[config.mk]
export PLATFORM = sky130hd
export DESIGN_NAME = lfsr4_gen
export DESIGN_NICKNAME = d
export VERILOG_FILES = /design/src/rtl/lfsr4_pkg.sv /design/src/rtl/lfsr4_step.sv /design/src/rtl/lfsr4_wrap_detect.sv /design/src/rtl/lfsr4_gen.sv
export SDC_FILE = /design/constraint.sdc
export NUM_CORES = 1
export LEC_CHECK = 0
export BUFFER_PORTS_ARGS = -buffer_cell sky130_fd_sc_hd__buf_2
export CAP_MARGIN = 15
export CORE_AREA = 4 4 41 43
export CTS_BUF_LIST = sky130_fd_sc_hd__clkbuf_8
export DETAILED_ROUTE_END_ITERATION = 6
export DIE_AREA = 0 0 45 47
export GPL_ROUTABILITY_DRIVEN = 0
export SYNTH_ARGS = -nofsm -noshare
export SYNTH_HDL_FRONTEND = slang
export SYNTH_SLANG_ARGS = --single-unit
[constraint.sdc]
create_clock -name clk -period 1.65 [get_ports clk]
set_input_delay 0.2475 -clock clk [delete_from_list [all_inputs] [get_ports clk]]
set_output_delay 0.2475 -clock clk [all_outputs]
set_load 0.1 [all_outputs]
[src/rtl/lfsr4_pkg.sv]
package lfsr4_pkg;
    localparam int STAGES    = 4;
    localparam int TAP_HI    = 1;          // bit index of X3
    localparam int TAP_LO    = 0;          // bit index of X4
    localparam int PERIOD    = (1 << STAGES) - 1;

    typedef logic [STAGES-1:0] stage_vec_t;

    localparam stage_vec_t SEED_VAL = stage_vec_t'(1) << (STAGES - 1);
    localparam stage_vec_t LAST_VAL = stage_vec_t'(1);
    localparam stage_vec_t ZERO_VAL = '0;

    typedef struct packed {
        stage_vec_t stages;
        logic       wrap;
    } lfsr_reg_t;
endpackage

[src/rtl/lfsr4_step.sv]
module lfsr4_step
    import lfsr4_pkg::*;
(
    input  stage_vec_t cur_stages,
    output stage_vec_t nxt_stages,
    output logic       from_zero
);
    logic feedback;
    stage_vec_t shifted;

    assign feedback  = cur_stages[TAP_HI] ^ cur_stages[TAP_LO];
    assign from_zero = (cur_stages == ZERO_VAL);

    // stage k (lower index) takes stage k+1 (nearer X1)
    for (genvar k = 0; k < STAGES - 1; k++) begin : g_shift
        assign shifted[k] = cur_stages[k+1];
    end
    assign shifted[STAGES-1] = feedback;

    assign nxt_stages = from_zero ? SEED_VAL : shifted;
endmodule

[src/rtl/lfsr4_wrap_detect.sv]
module lfsr4_wrap_detect
    import lfsr4_pkg::*;
(
    input  stage_vec_t cur_stages,
    input  logic       step_taken,
    output logic       wrap_hit
);
    assign wrap_hit = step_taken && (cur_stages == LAST_VAL);
endmodule

[src/rtl/lfsr4_gen.sv]
module lfsr4_gen
    import lfsr4_pkg::*;
(
    input  logic       clk,
    input  logic       rst,
    input  logic       step_en,
    input  logic       load_en,
    input  logic [3:0] load_val,
    output logic       x1,
    output logic       x2,
    output logic       x3,
    output logic       x4,
    output logic       serial_out,
    output logic       wrap_pulse
);
    lfsr_reg_t  reg_d, reg_q;
    stage_vec_t step_val;
    logic       zero_seen;
    logic       step_taken;
    logic       wrap_hit;

    assign step_taken = step_en && !load_en;

    lfsr4_step u_step (
        .cur_stages (reg_q.stages),
        .nxt_stages (step_val),
        .from_zero  (zero_seen)
    );

    lfsr4_wrap_detect u_wrap (
        .cur_stages (reg_q.stages),
        .step_taken (step_taken),
        .wrap_hit   (wrap_hit)
    );

    always_comb begin
        reg_d      = reg_q;
        reg_d.wrap = 1'b0;
        if (rst) begin
            reg_d.stages = SEED_VAL;
        end else if (load_en) begin
            reg_d.stages = stage_vec_t'(load_val);
        end else if (step_en) begin
            reg_d.stages = step_val;
            reg_d.wrap   = wrap_hit && !zero_seen;
        end
    end

    always_ff @(posedge clk) begin
        reg_q <= reg_d;
    end

    assign x1         = reg_q.stages[3];
    assign x2         = reg_q.stages[2];
    assign x3         = reg_q.stages[1];
    assign x4         = reg_q.stages[0];
    assign serial_out = reg_q.stages[0];
    assign wrap_pulse = reg_q.wrap;


    reset_seed_chk: assert property (@(posedge clk) disable iff (rst)
        $past(rst) |-> (reg_q.stages == SEED_VAL && !wrap_pulse));


    hold_chk: assert property (@(posedge clk) disable iff (rst)
        (!step_en && !load_en) |=> ($stable(reg_q.stages) && !wrap_pulse));


    load_chk: assert property (@(posedge clk) disable iff (rst)
        load_en |=> (reg_q.stages == $past(load_val) && !wrap_pulse));


    recover_chk: assert property (@(posedge clk) disable iff (rst)
        (step_taken && reg_q.stages == ZERO_VAL) |=> (reg_q.stages == SEED_VAL && !wrap_pulse));


    never_zero_chk: assert property (@(posedge clk) disable iff (rst)
        (step_taken && reg_q.stages != ZERO_VAL) |=> (reg_q.stages != ZERO_VAL));


    wrap_seed_chk: assert property (@(posedge clk) disable iff (rst)
        wrap_pulse |-> (reg_q.stages == SEED_VAL && $past(reg_q.stages) == LAST_VAL));


    wrap_single_chk: assert property (@(posedge clk) disable iff (rst)
        wrap_pulse |=> !wrap_pulse);
endmodule

==> results of run 1 <==
## layer usage
layer / up-vias / GRT usage
met3: 0 / 0.0766
met1: 113 / 0.0892
met5: - / 0
met4: 0 / 0.0351
met2: 15 / 0.105
li1: 130 / -
## cells in the final DEF (no fill, tap or decap), drive strengths merged
master    n
clkbuf    3
nor4b     1
o21ai     1
mux2i     2
nand4b    1
a21oi     3
nor3b     1
mux2      2
inv       3
or3b      1
nor2b     1
and3      1
buf      13
ha        2
nor2      3
dfxtp     5
o2bb2ai   1
## stage by stage
step | power [W] | setup WS, ns | std cells | instance area [um2] | hold slack, ns
floorplan | 0.000233 | 0.139 | 29 | 279 | 0.309
global placement | 0.000256 | 0.440 | 55 | 352 | 0.471
detailed placement | 0.000257 | 0.410 | 55 | 352 | 0.468
CTS | 0.000484 | 0.313 | 59 | 397 | 0.238
global route | 0.000508 | 0.259 | 59 | 397 | 0.247
finish | 0.000478 | 0.311 | 59 | 397 | 0.237
## where the power goes
| group | switching (W) | internal (W) |
|---|---|---|
| Combinational | 0.0000863 | 0.0000301 |
| Sequential | 0.00000822 | 0.000130 |
| Clock | 0.0000640 | 0.000160 |
## final cells by class
class,instances,area [um2]
fillers,153,905
multi-input cells,20,158
flip-flops and latches,5,103
repair buffers,13,65.1
clock buffers,3,41.3
well taps,15,18.8
inverters,2,7.51
clock inverters,1,3.75
## sequential cells by signal, indices dropped and copies added, names as in the netlist
name        cells
serial_out      1
wrap_pulse      1
x1              1
x2              1
x3              1
## cell families after synthesis
logic type / after synthesis / synth area share
AO/OA/AOI/OAI: 5 / 0.118
adder cells (fa/ha/maj): 2 / 0.0905
buffers and inverters: 4 / 0.0679
flip-flops: 5 / 0.362
multiplexers: 4 / 0.154
AND/OR/NAND/NOR: 9 / 0.208
## how the worst max path moves through the flow
stage | end | slack, ns | cells past startpoint
finish | x2 | 0.31 | 1
global route | x2 | 0.26 | 1
CTS | x2 | 0.31 | 1
detailed placement | x1 | 0.41 | 5
global placement | x1 | 0.44 | 5
floorplan | x1 | 0.14 | 3
==> run_results.csv, run 1 <==
group,metric,value,unit
clock_network,root_buffer,"clkbuf_8",
detailed_routing,wirelength,637,um
setup_path,critical_path.max_stage_delay,0.46,ns
detailed_routing,viasPerCell,4.37,
cells_and_area,fin_util,0.305,
synthesis,synth_top_area_frac,0.362,
synthesis,yosysSeqAreaShare,0.362,
sta,slew_headroom,0.678,
global_routing,antenna_found_initial,0,
clock_network,numCtsBuffers,3,
clock_network,cts_max_level,1,
hold_path,min_from,"load_val[3]",
clock_network,cts_setup_buffers,0,
sta,skew,0.00279,ns
detailed_routing,drc_errors,0,
global_routing,grtUsageTotal,0.0808,
global_routing,grt_max_degree,9,
setup_path,r2r_end,"x1",
sta,fin_crit_sh,0.811,
setup_path,reg2reg_slack,0.41,ns
synthesis,synth_top_area_cell,"dfxtp_1",
hold_path,min_to,"x1",
setup_path,startpoint,"x2",
detailed_routing,route.met3.wl,91,um
cells_and_area,drive_above_1_share,0.477,
detailed_routing,vias,258,
cells_and_area,final_nets,55,
synthesis,synth_commonest_cells,"dfxtp_1, a21oi_1, nor2_1",
cells_and_area,antenna_cells,0,
setup_path,slowest_stage,"buf_2",
detailed_routing,postRouteAntennaNets,0,
sta,worst_pin_slew,0.486,ns
clock_network,path_clk_slew,0.04,ns
clock_network,clockBufferDepth,2,
placed_design,io_buffers,13,
sta,rsz0062_at_grt,"false",
setup_path,cp_max_fo,5,
global_routing,grt_pass1_vias,243,
hold_path,holdPathStages,3,
setup_path,path_class,"register to output pin",
synthesis,syn_area_per_cell,9.54,um2
setup_path,cp-start-kind,"register",
sta,setup-violations-final,0,
status,status,"completed",
synthesis,synth.top_cells.by_area,"dfxtp_1, ha_1, mux2_2",
setup_path,r2r_cells,5,
sta,drv_slew,0,
synthesis,syn_inst,29,
die,core_area,1300,um2
setup_path,rr_startpoint,"x3",
setup_path,crit_required,1.40,ns
detailed_routing,highest_layer,"met3",
setup_path,worstPathBufferInverterCount,1,
synthesis,yosys_warnings,0,
power_and_ir_drop,ir_drop,0.000768,V
clock_network,insertion_delay,0.22,ns
detailed_routing,wl_met1,280,um
cells_and_area,syn2layout_area_growth,43.4,%
detailed_routing,wire_per_inst,10.8,um
setup_path,cp_top_family,"buffers and inverters",
clock_network,holdBufCountCts,0,
synthesis,synth.distinct_cells,17,
flow_run,max_cap_viol_count,0,
synthesis,syn_area,277,um2
power_and_ir_drop,leakagePower,0.192,nW
synthesis,async_reset_ff_frac,0,
die,dieArea,2120,um2
clock_network,clock-sinks,5,
global_routing,grt_overflow,0,
setup_path,end_kind,"output pin",
sta,final_hold_viol_count,0,
detailed_routing,drt_pass1_iterations,4,
synthesis,synthFlopType,"dfxtp_1",
clock_network,ctsResizeCount,0,
setup_path,cp_cell_sequence,"buf_2",
sta,tns,0,ns
clock_network,cts_tree,"built",
detailed_routing,drtIter0Drc,2,
detailed_routing,wl_met2,265,um
setup_path,arrival,1.09,ns
synthesis,yosysMostFrequentCell,"dfxtp_1",
synthesis,synth_fp_nets,39,
power_and_ir_drop,power_density,1210,nW/um2
die,io_pins,14,
global_routing,grt_pass1_wl,1100,um
die,initial_core_util,0.212,
synthesis,synth_edf_count,0,
sta,clock.fmax,747,MHz
die,die_h,47,um
die,die_w,45,um
hold_path,worstHoldPathType,"input pin to register",
die,rows,13,
synthesis,yosys_register_bits,5,
sta,min_period,1.34,ns
No activity file was read; power rests on OpenSTA's default activity.
==> inputs of run 2 (changes only) <==
==> constraint.sdc (replaced) <==
create_clock -name clk -period 1.1 [get_ports clk]
set_input_delay 0.165 -clock clk [delete_from_list [all_inputs] [get_ports clk]]
set_output_delay 0.165 -clock clk [all_outputs]
set_load 0.1 [all_outputs]
==> run 2 against run 1 <==
- the run now ends with negative setup slack left
- sequential share of layout area fell by 5.1 points
- final cell count rose by 6.8%
- sequential power rose by 51%
- hold slack got worse by 0.081 ns
- largest cell class is now non-clock buffers
==> run_results.csv, run 2 (synthesis gave the netlist of run 1 again) <==
group,metric,value,unit
status,status,"finished with violations",
status,violations,"negative setup slack",
setup_path,r2r_end,"x1",
cells_and_area,final_common_cell,"buf_2",
detailed_routing,drtIter0Drc,1,
clock_network,cts_max_level,1,
sta,whs,0.157,ns
hold_path,min_from,"rst",
cells_and_area,syn2layout_area_growth,100,%
setup_path,rr_startpoint,"serial_out",
setup_path,path_class,"register to register",
detailed_routing,wire_per_inst,10.9,um
detailed_routing,vias,272,
power_and_ir_drop,power.internal,0.000536,W
hold_path,worstHoldPathType,"input pin to register",
global_routing,antenna_found_initial,0,
die,dieArea,2120,um2
setup_path,cp_max_fo,2,
detailed_routing,viasPerCell,4.32,
power_and_ir_drop,leakagePower,0.239,nW
sta,worst_pin_slew,0.206,ns
die,io_pins,14,
sta,setup-violations-final,2,
detailed_routing,postRouteAntennaNets,0,
clock_network,clock-sinks,5,
hold_path,holdPathStages,2,
sta,rsz0062_at_grt,"true",
clock_network,holdBufCountCts,0,
setup_path,crit_required,1.25,ns
detailed_routing,drc_errors,0,
placed_design,dp_cells,58,
global_routing,grt_max_degree,9,
flow_run,max_cap_viol_count,0,
cells_and_area,antenna_cells,0,
hold_path,min_to,"serial_out",
sta,min_period,1.19,ns
sta,fin_crit_sh,1.09,
global_routing,grt_pass1_vias,235,
cells_and_area,drive_above_1_share,0.667,
setup_path,cp-start-kind,"register",
setup_path,reg2reg_slack,-0.09,ns
power_and_ir_drop,clkPwrFrac,0.421,
global_routing,grt_overflow,0,
cells_and_area,finish.instance_area,553,um2
clock_network,insertion_delay,0.22,ns
die,initial_core_util,0.212,
sta,final_hold_viol_count,0,
die,rows,13,
setup_path,arrival,1.34,ns
cells_and_area,stdcell_count,63,
global_routing,grtUsageTotal,0.0750,
sta,worst_slack,-0.0946,ns
die,die_w,45,um
cells_and_area,mostFrequentLayoutCells,"buf_2, buf_12, buf_4, dfxtp_4",
die,die_h,47,um
detailed_routing,drt_pass1_iterations,2,
cells_and_area,final_nets,59,
clock_network,cts_tree,"built",
sta,skew,0.00193,ns
sta,slew_headroom,0.861,
clock_network,clockBufferDepth,2,
setup_path,r2r_cells,5,
power_and_ir_drop,sequentialPowerShare,0.264,
power_and_ir_drop,p_sw,0.000249,W
placed_design,io_buffers,13,
clock_network,path_clk_slew,0.04,ns
setup_path,end_kind,"register",
power_and_ir_drop,power.share.combinational,0.314,
sta,drv_slew,0,
power_and_ir_drop,total_power,0.000785,W
clock_network,root_buffer,"clkbuf_8",
detailed_routing,wirelength,686,um
clock_network,numCtsBuffers,3,
die,core_area,1300,um2
sta,clock.fmax,837,MHz
cells_and_area,n_fill_cell,144,
power_and_ir_drop,power_density,1420,nW/um2
placed_design,place_area,498,um2
power_and_ir_drop,ir_drop,0.000860,V
global_routing,grt_pass1_wl,1040,um
power_and_ir_drop,swShare,0.318,
[run 2: changes by cell type in the layout (fill, tap and decap cells not counted), moves of 2 or more]
cell     previous run  this run
inv_1               3         1
dfxtp_2             2         0
dfxtp_4             0         4
dfxtp_1             3         1
buf_2              13         7
buf_12              0         6
buf_4               0         4
[run 2: worst max-delay path, stage by stage (launching register included)]
cell and delay, ns:
dfxtp_4 0.33, inv_2 0.06, ha_4 0.12, or3b_4 0.38, o2bb2ai_2 0.13, o21ai_2 0.10
[run 2: area by class of cell]
cell class	count	area (um2)	share of cell area
inverters	2	10.0	0.0181
well taps	15	18.8	0.0339
repair buffers	17	185	0.335
multi-input cells	20	179	0.324
flip-flops and latches	5	115	0.208
clock inverters	1	3.75	0.00679
clock buffers	3	41.3	0.0747
[run 2: how the worst max path moves through the flow]
stage / start / end / slack, ns / depth (start not counted)
3_3_place_gp: x3 / x1 / -0.08 / 5
6_report: serial_out / x1 / -0.09 / 5
3_5_place_dp: x3 / x1 / -0.1 / 5
5_1_grt: x3 / x1 / -0.13 / 5
4_1_cts: serial_out / x1 / -0.10 / 5
2_1_floorplan: serial_out / x1 / -0.22 / 5
[run 2: layer usage]
metal | wire length, um | GRT usage | share of wire
met5 | 0 | 0 | 0
met4 | 20 | 0.0877 | 0.029
met3 | 79 | 0.0307 | 0.12
met2 | 303 | 0.102 | 0.44
met1 | 283 | 0.0818 | 0.41
[run 2: per-stage QoR]
step | utilization | setup TNS (ns) | worst slack [ns]
2_1_floorplan | - | -0.422 | -0.224
3_3_place_gp | 0.383 | -0.147 | -0.0827
3_5_place_dp | 0.383 | -0.171 | -0.0993
4_1_cts | 0.419 | -0.172 | -0.101
5_1_grt | 0.425 | -0.243 | -0.133
6_report | 0.425 | -0.157 | -0.0946
[run 2: power groups by stage]
stage	Sequential [W]	Clock (W)	Combinational (W)
detailed placement	0.000209	0	0.000244
CTS	0.000208	0.000342	0.000246
finish	0.000208	0.000331	0.000247
global placement	0.000209	0	0.000243
global route	0.000210	0.000359	0.000260
floorplan	0.000285	0	0.0000755
[run 2: repair_timing]
| item | CTS | global route |
|---|---|---|
| pin swaps | 1 | 1 |
| setup buffers | 0 | 1 |
| gates resized for setup | 1 | 0 |
| endpoints found under the setup margin | 2 | 2 |
| cloned | 0 | 0 |
==> inputs of run 3 (changes only) <==
--- a/config.mk
+++ b/config.mk
@@ -7,11 +7,14 @@
 export LEC_CHECK = 0
 export BUFFER_PORTS_ARGS = -buffer_cell sky130_fd_sc_hd__buf_2
 export CAP_MARGIN = 15
+export CELL_PAD_IN_SITES_DETAIL_PLACEMENT = 0
+export CELL_PAD_IN_SITES_GLOBAL_PLACEMENT = 1
 export CORE_AREA = 4 4 41 43
 export CTS_BUF_LIST = sky130_fd_sc_hd__clkbuf_8
 export DETAILED_ROUTE_END_ITERATION = 6
 export DIE_AREA = 0 0 45 47
 export GPL_ROUTABILITY_DRIVEN = 0
+export PLACE_DENSITY_LB_ADDON = 0.1
 export SYNTH_ARGS = -nofsm -noshare
 export SYNTH_HDL_FRONTEND = slang
 export SYNTH_SLANG_ARGS = --single-unit
==> run 3 against run 2 <==
- largest power group unchanged
- the run still ends with negative setup slack left
- global-route usage increased by 1.1 points
- die area unchanged
- count of clock-buffer cells in the layout unchanged
- non-clock buffer count unchanged
- critical path type unchanged
- combinational power increased by 2%
- clock power decreased by 3%
- routed wire length increased by 7.4%
- clock skew decreased by 0.00083 ns
==> run_results.csv, run 3 (synthesis gave the netlist of run 1 again) <==
group,metric,value,unit
sta,worst_pin_slew,0.228,ns
placed_design,io_buffers,13,
flow_run,max_cap_viol_count,0,
power_and_ir_drop,leakagePower,0.243,nW
clock_network,clockBufferDepth,2,
global_routing,antenna_found_initial,0,
cells_and_area,drive_above_1_share,0.667,
clock_network,cts_max_level,1,
detailed_routing,wirelength,737,um
setup_path,path_class,"register to register",
global_routing,grt_pass1_vias,281,
clock_network,insertion_delay,0.22,ns
die,die_h,47,um
cells_and_area,final_common_cell,"buf_2",
setup_path,cp-start-kind,"register",
clock_network,root_buffer,"clkbuf_8",
die,io_pins,14,
sta,worst_slack,-0.0861,ns
cells_and_area,antenna_cells,0,
hold_path,worstHoldPathType,"input pin to register",
global_routing,grt_max_degree,9,
die,die_w,45,um
die,dieArea,2120,um2
detailed_routing,postRouteAntennaNets,0,
cells_and_area,final_nets,59,
cells_and_area,syn2layout_area_growth,104,%
clock_network,holdBufCountCts,0,
detailed_routing,vias,278,
clock_network,clock-sinks,5,
placed_design,detailed_place_hpwl,572,um
power_and_ir_drop,power_density,1390,nW/um2
clock_network,path_clk_slew,0.03,ns
die,core_area,1300,um2
setup_path,arrival,1.29,ns
detailed_routing,drc_errors,0,
sta,drv_slew,0,
sta,setup-violations-final,3,
setup_path,cp_max_fo,2,
cells_and_area,mostFrequentLayoutCells,"buf_2, buf_12, dfxtp_4",
setup_path,r2r_cells,5,
sta,final_hold_viol_count,0,
clock_network,cts_tree,"built",
sta,rsz0062_at_grt,"true",
status,status,"finished with violations",
cells_and_area,n_fill_cell,138,
power_and_ir_drop,total_power,0.000783,W
sta,slew_headroom,0.846,
power_and_ir_drop,ir_drop,0.000683,V
sta,fin_crit_sh,1.08,
die,initial_core_util,0.212,
status,violations,"negative setup slack",
detailed_routing,viasPerCell,4.41,
setup_path,crit_required,1.20,ns
cells_and_area,fin_util,0.433,
hold_path,holdPathStages,3,
global_routing,grtUsageTotal,0.0861,
detailed_routing,drtIter0Drc,1,
detailed_routing,wire_per_inst,11.7,um
sta,clock.fmax,843,MHz
die,rows,13,
sta,min_period,1.19,ns
global_routing,grt_overflow,0,
setup_path,end_kind,"register",
detailed_routing,drt_pass1_iterations,2,
clock_network,numCtsBuffers,3,
sta,skew,0.00110,ns
global_routing,grt_pass1_wl,1220,um
[run 3: metal layers]
metal  vias up  global-route usage  routed length [um]
met5         -                   0                   0
met4         0              0.0526                   4
met3         2              0.0383                  58
met2         9               0.124                 362
met1       128               0.105                 313
li1        139                   -                   -
[run 3: critical path: stages (launching register included)]
cell	delay, ns
dfxtp_4	0.34
inv_4	0.06
ha_4	0.11
or3b_4	0.38
nand4b_1	0.11
a21oi_1	0.07
[run 3: path summary, 6_finish.rpt]
kind	from	to	slack, ns
max	x3	serial_out	-0.09
min	load_val[3]	x1	0.16
max reg2reg	x3	serial_out	-0.09
min reg2reg	x1	x1	0.56
[run 3: timing repair]
item / in CTS / in global routing
pin swaps: 1 / 1
setup buffers: 0 / 1
resized for setup: 1 / 3
endpoints found under the setup margin: 2 / 2
[run 3: layout make-up]
class / instances / area, um2 / area share
Tap cell: 15 / 18.8 / 0.0333
Inverter: 2 / 12.5 / 0.0222
Multi-Input combinational cell: 20 / 179 / 0.318
Timing Repair Buffer: 17 / 193 / 0.342
Clock inverter: 1 / 3.75 / 0.00667
Clock buffer: 3 / 41.3 / 0.0733
Sequential cell: 5 / 115 / 0.204
[run 3: where the power goes]
group / switching [W] / internal, W / total (W)
Sequential: 0.0000174 / 0.000192 / 0.000209
Combinational: 0.000144 / 0.000109 / 0.000253
Clock: 0.0000824 / 0.000239 / 0.000321
Total: 0.000244 / 0.000540 / 0.000783
[run 3: per-stage QoR]
stage                     setup slack (ns)  instances  TNS [ns]  hold slack [ns]  area [um2]
after global routing                -0.155         63    -0.344            0.187         563
after global placement             -0.0893         58    -0.160            0.382         498
after floorplan                     -0.224         29    -0.422            0.224         313
final                              -0.0861         63    -0.173            0.160         563
after detailed placement           -0.0872         58    -0.171            0.381         498
after CTS                          -0.0945         62    -0.183            0.155         546
